$ cat src/rtl/zero_pair_pkg.sv
package zero_pair_pkg;

  localparam int STATE_W = 3;

  // Start-up states count the bits seen; steady states hold the last two bits.
  // The HIST names list the older bit first, then the newer one.
  typedef enum logic [STATE_W-1:0] {
    ZP_IDLE   = 3'd0,
    ZP_SEEN0  = 3'd1,
    ZP_SEEN1  = 3'd2,
    ZP_HIST11 = 3'd3,
    ZP_HIST01 = 3'd4,
    ZP_HIST10 = 3'd5,
    ZP_HIST00 = 3'd6
  } zp_state_e;

  function automatic logic zp_is_steady(zp_state_e s);
    return (s == ZP_HIST11) || (s == ZP_HIST01) ||
           (s == ZP_HIST10) || (s == ZP_HIST00);
  endfunction

  // Newest bit held by any state other than idle.
  function automatic logic zp_newest(zp_state_e s);
    return (s == ZP_SEEN1) || (s == ZP_HIST11) || (s == ZP_HIST01);
  endfunction

endpackage

$ cat src/rtl/zpd_next_state.sv
module zpd_next_state
  import zero_pair_pkg::*;
(
  input  zp_state_e cur,
  input  logic      bit_in,
  output zp_state_e nxt
);

  logic newest;

  always_comb begin
    newest = zp_newest(cur);
    unique case (cur)
      ZP_IDLE:   nxt = bit_in ? ZP_SEEN1 : ZP_SEEN0;
      ZP_SEEN0,
      ZP_SEEN1,
      ZP_HIST11,
      ZP_HIST01,
      ZP_HIST10,
      ZP_HIST00: begin
        unique case ({newest, bit_in})
          2'b00:   nxt = ZP_HIST00;
          2'b01:   nxt = ZP_HIST01;
          2'b10:   nxt = ZP_HIST10;
          default: nxt = ZP_HIST11;
        endcase
      end
      default:   nxt = ZP_IDLE;
    endcase
  end

endmodule

$ cat src/rtl/zpd_flag_decode.sv
module zpd_flag_decode
  import zero_pair_pkg::*;
(
  input  logic      rst,
  input  zp_state_e cur,
  input  logic      bit_in,
  output logic      hit
);

  always_comb begin
    hit = 1'b0;
    if (!rst) begin
      unique case (cur)
        ZP_HIST00:            hit = bit_in;
        ZP_HIST01, ZP_HIST10: hit = ~bit_in;
        default:              hit = 1'b0;
      endcase
    end
  end

endmodule

$ cat src/rtl/zero_pair_detector.sv
module zero_pair_detector
  import zero_pair_pkg::*;
(
  input  logic clk,
  input  logic rst,
  input  logic bit_in,
  output logic hit
);

  zp_state_e state_q;
  zp_state_e state_d;

  zpd_next_state u_next (
    .cur    (state_q),
    .bit_in (bit_in),
    .nxt    (state_d)
  );

  zpd_flag_decode u_flag (
    .rst    (rst),
    .cur    (state_q),
    .bit_in (bit_in),
    .hit    (hit)
  );

  always_ff @(posedge clk) begin
    if (rst) state_q <= ZP_IDLE;
    else     state_q <= state_d;
  end

  AST_RESET_CLEARS: assert property (@(posedge clk)
    rst |=> (state_q == ZP_IDLE));

  AST_NO_HIT_IN_RESET: assert property (@(posedge clk)
    rst |-> !hit);

  AST_STARTUP_QUIET: assert property (@(posedge clk) disable iff (rst)
    !zp_is_steady(state_q) |-> !hit);

  AST_LEAVE_IDLE: assert property (@(posedge clk) disable iff (rst)
    (state_q == ZP_IDLE) |=> (state_q == ZP_SEEN0 || state_q == ZP_SEEN1));

  AST_SHIFT_NEWEST: assert property (@(posedge clk) disable iff (rst)
    (state_q != ZP_IDLE) |=> (zp_is_steady(state_q) && zp_newest(state_q) == $past(bit_in)));

endmodule

$ cat config.mk
export PLATFORM = sky130hd
export DESIGN_NAME = zero_pair_detector
export DESIGN_NICKNAME = d
export VERILOG_FILES = /design/src/rtl/zero_pair_pkg.sv /design/src/rtl/zpd_next_state.sv /design/src/rtl/zpd_flag_decode.sv /design/src/rtl/zero_pair_detector.sv
export SDC_FILE = /design/constraint.sdc
export NUM_CORES = 1
export LEC_CHECK = 0
export ABC_AREA = 0
export BUFFER_PORTS_ARGS = -buffer_cell sky130_fd_sc_hd__buf_4
export CELL_PAD_IN_SITES_DETAIL_PLACEMENT = 0
export CELL_PAD_IN_SITES_GLOBAL_PLACEMENT = 1
export CORE_AREA = 2 2 39 41
export CTS_BUF_LIST = sky130_fd_sc_hd__clkbuf_2
export DETAILED_ROUTE_END_ITERATION = 16
export DIE_AREA = 0 0 41 43
export PLACE_DENSITY_LB_ADDON = 0.1
export SLEW_MARGIN = 20
export SYNTH_ARGS = -nofsm -noshare
export SYNTH_HDL_FRONTEND = slang
export SYNTH_SLANG_ARGS = --single-unit
$ cat constraint.sdc
create_clock -name clk -period 1.5 [get_ports clk]
set_input_delay 0.3 -clock clk [delete_from_list [all_inputs] [get_ports clk]]
set_output_delay 0.3 -clock clk [all_outputs]
set_load 0.02 [all_outputs]
==> results of run 1 <==
## report_power, final
| part | total (W) | switching (W) | internal (W) |
|---|---|---|---|
| combinational | 0.000424 | 0.000209 | 0.000216 |
| clock | 0.000109 | 0.0000391 | 0.0000703 |
| sequential | 0.000155 | 0.0000287 | 0.000126 |
| total | 0.000689 | 0.000276 | 0.000412 |
## layout by cell type (no fill, tap or decap)
cell,Yosys,routed
sky130_fd_sc_hd__nand3b_1,1,1
sky130_fd_sc_hd__o21ai_1,1,2
sky130_fd_sc_hd__a221oi_2,0,1
sky130_fd_sc_hd__nor4_1,2,2
sky130_fd_sc_hd__nor3_1,2,2
sky130_fd_sc_hd__o21ai_0,3,2
sky130_fd_sc_hd__buf_4,0,4
sky130_fd_sc_hd__dfxtp_1,3,1
sky130_fd_sc_hd__nor2_1,2,2
sky130_fd_sc_hd__and3_2,1,1
sky130_fd_sc_hd__and3b_1,1,1
sky130_fd_sc_hd__a2111oi_2,0,1
sky130_fd_sc_hd__nand2_1,2,2
sky130_fd_sc_hd__mux2_2,1,1
sky130_fd_sc_hd__dfxtp_2,0,2
sky130_fd_sc_hd__inv_1,1,1
sky130_fd_sc_hd__buf_6,1,3
sky130_fd_sc_hd__clkbuf_2,0,4
sky130_fd_sc_hd__ha_1,2,2
## cell usage after synthesis (all sizes together)
| cell type | count |
|---|---|
| a2111oi | 1 |
| a221oi | 1 |
| and3 | 1 |
| and3b | 1 |
| buf | 1 |
| dfxtp | 3 |
| ha | 2 |
| inv | 1 |
| mux2 | 1 |
| nand2 | 2 |
| nand3b | 1 |
| nor2 | 2 |
| nor3 | 2 |
| nor4 | 2 |
| o21ai | 4 |
## repair_timing
| item | CTS | global route |
|---|---|---|
| gates resized for setup | 0 | 8 |
| setup buffers | 0 | 1 |
| endpoints found under the setup margin | 0 | 2 |
## path summary, 6_finish.rpt
path	endpoint	startpoint	slack, ns
max	hit	state_q[0]$_SDFF_PP0_	0.06
min	state_q[0]$_SDFF_PP0_	rst	0.30
max reg2reg	state_q[1]$_SDFF_PP0_	state_q[2]$_SDFF_PP0_	0.10
min reg2reg	state_q[0]$_SDFF_PP0_	state_q[1]$_SDFF_PP0_	0.57
## cells by family after synthesis
| logic type | count (synthesis) | synth area share (%) |
|---|---|---|
| AND/OR/NAND/NOR | 11 | 29.00 |
| AO/OA/AOI/OAI | 6 | 18.34 |
| flip-flops | 3 | 28.40 |
| buffers and inverters | 2 | 7.099 |
| adder cells (fa/ha/maj) | 2 | 11.83 |
| multiplexers | 1 | 5.325 |
## metrics by stage
stage               total power, W  instance area [µm²]    TNS, ns  utilization, %
finish                   0.0006888                317.8          0           22.97
CTS                      0.0006059                285.3          0           20.61
floorplan                0.0003955                211.5          0               -
global placement         0.0005011                265.3  -0.009787           19.17
detailed placement       0.0004879                265.3          0           19.17
global route             0.0007561                317.8   -0.05474           22.97
## worst max-delay path, stage by stage (launching register included)
cell                       delay [ns]
sky130_fd_sc_hd__dfxtp_2         0.32
sky130_fd_sc_hd__buf_6           0.12
sky130_fd_sc_hd__nand3b_1        0.14
sky130_fd_sc_hd__o21ai_1         0.07
sky130_fd_sc_hd__and3b_1         0.18
sky130_fd_sc_hd__buf_6           0.12
## layout make-up
type	count	area share, %
clock buffer	4	6.299
inverter	1	1.181
multi-input combinational	20	46.46
sequential	3	19.69
tap	16	6.299
timing repair buffer	7	20.08
## layer usage
metal | wire length, µm | part of all wire [%] | GRT usage (%) | up-vias
li1 | - | - | - | 115
met1 | 235 | 45 | 8.946 | 102
met2 | 247 | 47 | 8.750 | 4
met3 | 28 | 5.3 | 4.712 | 2
met4 | 14 | 2.7 | 6.000 | 0
met5 | 0 | 0 | 0 | -
==> results, run 1 <==
- In the final layout, flip-flops and latches occupy 62.56 µm².
- Max-cap violations in this run came to 0.
- After detailed routing, the number of remaining DRC violations is 0.
- In the post-route analysis, the smallest setup slack over all paths is 0.06025 ns.
- The multi-input logic area is 147.6 µm².
- The portion of the post-synthesis area used by sequential elements is 28.40%.
- The worst pin sits at a relative slew slack of between 70% and 80%.
- The worst-case setup slack after placement is just over 0.08 ns.
- The width of the die is between 40 and 50 µm.
- The CTS root buffer is sky130_fd_sc_hd__clkbuf_2.
- The synthesis-to-finish area growth is 50.30%.
- The part of the cycle the worst path needs is 95.98%.
- In the routed layout, each cell is associated on average with a via count of 4.373.
- After global routing the overflow that remains totals 0.
- Ranked by flip-flop count, first place goes to state_q.
- The first-pass GRT wire length is slightly above 800 µm.
- After synthesis, the netlist uses 16 different library cells.
- Fill cells in the final layout number 157.
- The required time at the endpoint of the critical path is 1.20 ns.
- Of the cells placed in the final design, the portion with a size suffix greater than 1 is roughly half.
- In the global route stage, overall resource usage came out at around 7.4%.
- Of all cell types, the one taking the most synthesized area is sky130_fd_sc_hd__dfxtp_1.
- The register with the most flip-flops in the layout has 3 of them.
- The detailed-route via count is approximately 220.
- The cell area after synthesis is 211.5 µm².
- On the final layout, the worst clock skew is 0.005059 ns.
- The worst setup path is launched from a register.
- The first-iteration detailed-routing DRC count is 1.
- The number of failing hold endpoints at the final stage came to 0.
- The clock sink count is 3.
- The post-detailed-route count of antenna-violating nets is 0.
- For the finished layout, the period the worst path requires is 1.440 ns.
- The number of buffers inserted for hold repair after clock tree synthesis is 0.
- The count of antenna diodes in the layout is 0.
- The largest voltage drop on the vdd net is 0.3935 mV.
- The number of ports placed on the die boundary is 4.
- Dividing the detail-routed wire length by the instance count gives 10.31 µm.
- Setup violations remaining at the end of the flow were counted as 0.
- In the post-synthesis netlist, the biggest area contributors are sky130_fd_sc_hd__dfxtp_1 28%, sky130_fd_sc_hd__ha_1 12%, sky130_fd_sc_hd__o21ai_0 7.1%.
- The CTS clock-pin slew for the worst setup and hold paths is 0.04 ns.
- The number of cells on the worst reg-to-reg path is 4.
- The worst hold path passes through 2 cells.
- The Yosys step of the flow raised 0 warnings.
- After the last flow step, the layout net total stands at 41.
- The via count of the first global-routing pass was 190.
- The minimum hold slack is 0.2976 ns.
- In this run the static leakage power is 0.1426 nW.
- The worst setup path is of the register to output pin kind.
- The power density over the cells is 2167 mW/mm².
- The total instance count after detailed placement is 46.
- TritonCTS built the clock tree.
- The count of input and output buffers is 3.
- The initialized floorplan defines 14 standard-cell rows.
- The maximum number of pins on one net before global-route repair is 9.
- Measured along the y axis, the die boundary spans approximately 43 µm.
- The clock insertion delay at the later pin of the skew report is 0.20 ns.
- The initial antenna violation count is 0.
- Timing would allow up to roughly 0.69 GHz.
- The count of cells in the finished layout, fillers not included, comes to 51.
- Counting flops and latches in the post-synthesis netlist gives 3.
- Setup repair after global routing could not meet its margin everywhere.
- The classification of the worst-slack hold path is input port to register.
- The average instance area after synthesis is around 8.5 µm².
- STA classifies the critical path endpoint as an output pin.
- Data arrives at the worst endpoint at about 1.1 ns.
- At the pin with the least slew margin, the transition time is 0.3605 ns.
- The area share of the largest cell type after synthesis is 28.40%.
- The max-slew violation count is 0.
- In the final layout, the registers with the most flip-flops are state_q: 3 flops.
- The total area inside the core boundary comes to ~0.0014 mm².
- The TritonCTS buffer count is 3.
- The number of levels the H-tree was split into is 1.
- The detailed-route wire length is 526 µm.
- After technology mapping, the gate count stands at 25.
- The number of nets produced by synthesis is 30.
- The first detailed-routing pass ran for 3 iterations.
- The highest fanout seen on the critical path is 6.
- For this configuration, the core starts out at a cell density of 15.28%.
- The die covers 0.001763 mm².
- The number of buffers between clock root and the deepest sink is 2.
- Routability-driven placement finished with a final weighted congestion of 0.7477.
- The flow ran to the end, and the final reports show no timing, DRC or antenna violations.
No activity file was read; power rests on OpenSTA's default activity.
==> inputs of run 2 (changes only) <==
==> constraint.sdc (replaced) <==
create_clock -name clk -period 1.5 [get_ports clk]
set_input_delay 0.225 -clock clk [delete_from_list [all_inputs] [get_ports clk]]
set_output_delay 0.225 -clock clk [all_outputs]
set_load 0.02 [all_outputs]
==> run 2 against run 1 <==
Global-route usage unchanged. Final area is 2.8% lower. Worst setup slack gained 0.048 ns. Sequential power hardly changed. Largest power group unchanged. Worst hold slack got worse by 0.074 ns. Fmax is 3.4% higher. Total power is 3.0% lower. Highest routed layer unchanged. Combinational power decreased by 4%. Utilization shrank 0.63 points. Critical path depth shrank 1. Critical endpoint is now state_q[1]$_SDFF_PP0_. Non-clock buffer count fell by 1.
==> results, run 2 (synthesized netlist as in run 1, its figures left out) <==
- The leakage power of the design is 0.1372 nW (-3.8%).
- The fraction of final layout cells with drive strength greater than 1 is 44.12% (-4.5 points).
- The minimum clock period was 1.392 ns (-0.04780 ns).
- The CTS clock-pin slew for the worst setup and hold paths was 0.04 ns (about the same).
- The number of cells on the worst hold path is 2 (unchanged).
- The maximum number of pins on one net before global-route repair is 9 (unchanged).
- The routability-driven placement congestion ratio is 0.7477 (unchanged).
- The highest fanout seen on the critical path came to 2 (-4).
- The clock sink count was 3 (unchanged).
- The first-iteration detailed-routing DRC count came to 1 (unchanged).
- The detailed-route wire length is 523 µm (-0.57%).
- The number of levels the H-tree was split into is 1 (unchanged).
- The final routed wire length divided by cell count came to 10.46 µm (+1.4%).
- The clock insertion delay at the later pin of the skew report is 0.20 ns (about the same).
- The total length of routed met3 wires is 28 µm (unchanged).
- The placement row count is 14 (unchanged).
- In this run the critical register-to-register path is launched from state_q[2]$_SDFF_PP0_.
- The fmax is 0.7184 GHz (+3.4%).
- The number of ports placed on the die boundary was 4 (unchanged).
- The die boundary height is 43 µm (unchanged).
- The post-detailed-route count of antenna-violating nets was 0 (unchanged).
- The pin slew with the least headroom to its limit is 0.3595 ns (-0.001030 ns).
- The number of fillers in the final layout came to 158 (+0.64%).
- The total negative slack for setup checks was 0 ns (unchanged).
- The TritonCTS clock tree is yes.
- The post-route met1 wirelength is 226 µm (-3.8%).
- The library cell used most frequently in the layout, excluding fill and tap cells, is sky130_fd_sc_hd__clkbuf_2.
- The headroom to the max-slew limit is 75.81% (about the same).
- The placeable core region is 0.001384 mm² (unchanged).
- The number of DRC violations after detailed routing is 0 (unchanged).
- The total cell area at the placement stage is 265.3 µm² (unchanged).
- In the final layout, the registers with the most flip-flops are state_q: 3 flops.
- The worst setup path is of the register to register kind.
- The required time at the endpoint of the critical path was 1.60 ns (+0.40 ns).
- The number of buffers between clock root and the deepest sink came to 2 (unchanged).
- The classification of the worst-slack hold path is input port to register.
- The number of failing hold endpoints at the final stage is 0 (unchanged).
- The run finished with clean final reports.
- The slack of the worst reg-to-reg path is 0.11 ns (about the same).
- The cell depth of the worst flop-to-flop path is 4 (unchanged).
- In this run the critical register-to-register path is captured at state_q[1]$_SDFF_PP0_.
- state_q holds more flip-flops than any other register.
- The number of buffers inserted for hold repair after clock tree synthesis is 0 (unchanged).
- The number of search-and-repair iterations in the first detailed-routing pass is 3 (unchanged).
- The detailed-route via count is 219 (-1.8%).
- The leftover overflow at the end of global routing is 0 (unchanged).
- The TritonCTS buffer count is 3 (unchanged).
- The worst hold path terminates at state_q[1]$_SDFF_PP0_.
- The reported max-cap violation count is 0 (unchanged).
- The data arrival time of the critical path is 1.49 ns (+0.35 ns).
- The detailed route wirelength on metal2 is 254 µm (+2.8%).
- The count of antenna diodes in the layout is 0 (unchanged).
- The total routing resource utilization after global routing is 7.415% (unchanged).
- The mean number of vias per cell came to 4.380 (+0.17%).
- The largest voltage drop on the vdd net was 0.3912 mV (-0.59%).
- The flip-flop count of the largest register after layout is 3 (unchanged).
- The width of the die came to 41 µm (unchanged).
- The total setup violations reported at the end of the flow came to 0 (unchanged).
- Setup repair after global routing left no endpoint under its margin.
- The worst hold path begins at rst.
- The first-pass GRT wire length is 807 µm (unchanged).
- The tree is rooted in a sky130_fd_sc_hd__clkbuf_2.
- The post-route clock skew is 0.005424 ns (+0.0003653 ns).
- The final standard cell area without fillers came to 309.0 µm² (-2.8%).
- The worst setup path is captured at a register.
- The core occupancy in the finished layout came to 22.33% (-0.63 points).
- STA classifies the critical path startpoint as a register.
- The starting density of the core is 15.28% (unchanged).
- The initial antenna violation count is 0 (unchanged).
- The die footprint is 0.001763 mm² (unchanged).
- The power density over the cells came to 2162 mW/mm² (-0.23%).
- The final layout net count is 40 (-2.4%).
- The count of input and output buffers came to 3 (unchanged).
- The part of the cycle the worst path needs is 92.80% (-3.2 points).
- The max-slew violation count is 0 (unchanged).
- The via count of the first global-routing pass is 190 (unchanged).
- The uppermost metal layer occupied by signal nets is met4.
- The synthesis-to-finish area growth is 46.15%.
- The top cell types in the final layout, fill and taps aside, are 4 x sky130_fd_sc_hd__clkbuf_2, 3 x sky130_fd_sc_hd__buf_4, 3 x sky130_fd_sc_hd__buf_6.
## run 2: changes by cell type in the layout (fill, tap and decap cells not counted), sizes merged
cell  delta
buf      -1
## run 2: metrics by stage
stage / hold WS (ns) / setup WS, ns / cells / total power, W
final: 0.2235 / 0.1080 / 50 / 0.0006682
after global routing: 0.2030 / 0.01862 / 50 / 0.0007343
after CTS: 0.2142 / 0.05542 / 50 / 0.0006059
after detailed placement: 0.4379 / 0.08265 / 46 / 0.0004879
after global placement: 0.4338 / -0.009787 / 46 / 0.0005011
after floorplan: 0.3014 / 0.06709 / 25 / 0.0003955
## run 2: worst max path at each step
| stage | cells after the start | from | slack, ns | endpoint |
|---|---|---|---|---|
| CTS | 4 | state_q[2]$_SDFF_PP0_ | 0.06 | state_q[1]$_SDFF_PP0_ |
| global route | 5 | state_q[0]$_SDFF_PP0_ | 0.02 | hit |
| detailed placement | 4 | state_q[2]$_SDFF_PP0_ | 0.08 | state_q[1]$_SDFF_PP0_ |
| finish | 4 | state_q[2]$_SDFF_PP0_ | 0.11 | state_q[1]$_SDFF_PP0_ |
| floorplan | 4 | state_q[2]$_SDFF_PP0_ | 0.07 | state_q[1]$_SDFF_PP0_ |
| global placement | 5 | state_q[1]$_SDFF_PP0_ | -0.01 | state_q[1]$_SDFF_PP0_ |
## run 2: per-layer routing
layer | global-route usage (%) | vias to the layer above
met3 | 4.712 | 2
met4 | 6.000 | 0
met2 | 8.750 | 4
met1 | 8.946 | 100
met5 | 0 | -
li1 | - | 113
## run 2: repair_timing
action / 4_1_cts / 5_1_grt
setup buffers: 0 / 0
setup endpoints to repair: 0 / 2
gates resized for setup: 0 / 7
## run 2: area by class of cell
cell class	count	area [µm²]	area share, %
Multi-Input combinational cell	20	147.6	47.77
Sequential cell	3	61.31	19.84
Timing Repair Buffer	6	56.30	18.22
Clock buffer	4	20.02	6.478
Tap cell	16	20.02	6.478
Inverter	1	3.754	1.215
## run 2: where the power goes
group,total (W),internal (W),switching (W)
clock,0.000110,0.0000703,0.0000393
combinational,0.000407,0.000201,0.000206
sequential,0.000152,0.000124,0.0000285
total,0.000668,0.000394,0.000274
## run 2: worst max-delay path, cell delays in order, from the launching register on
cell                       delay (ns)
sky130_fd_sc_hd__dfxtp_1         0.33
sky130_fd_sc_hd__mux2_2          0.35
sky130_fd_sc_hd__ha_1            0.29
sky130_fd_sc_hd__o21ai_0         0.10
sky130_fd_sc_hd__a221oi_2        0.22
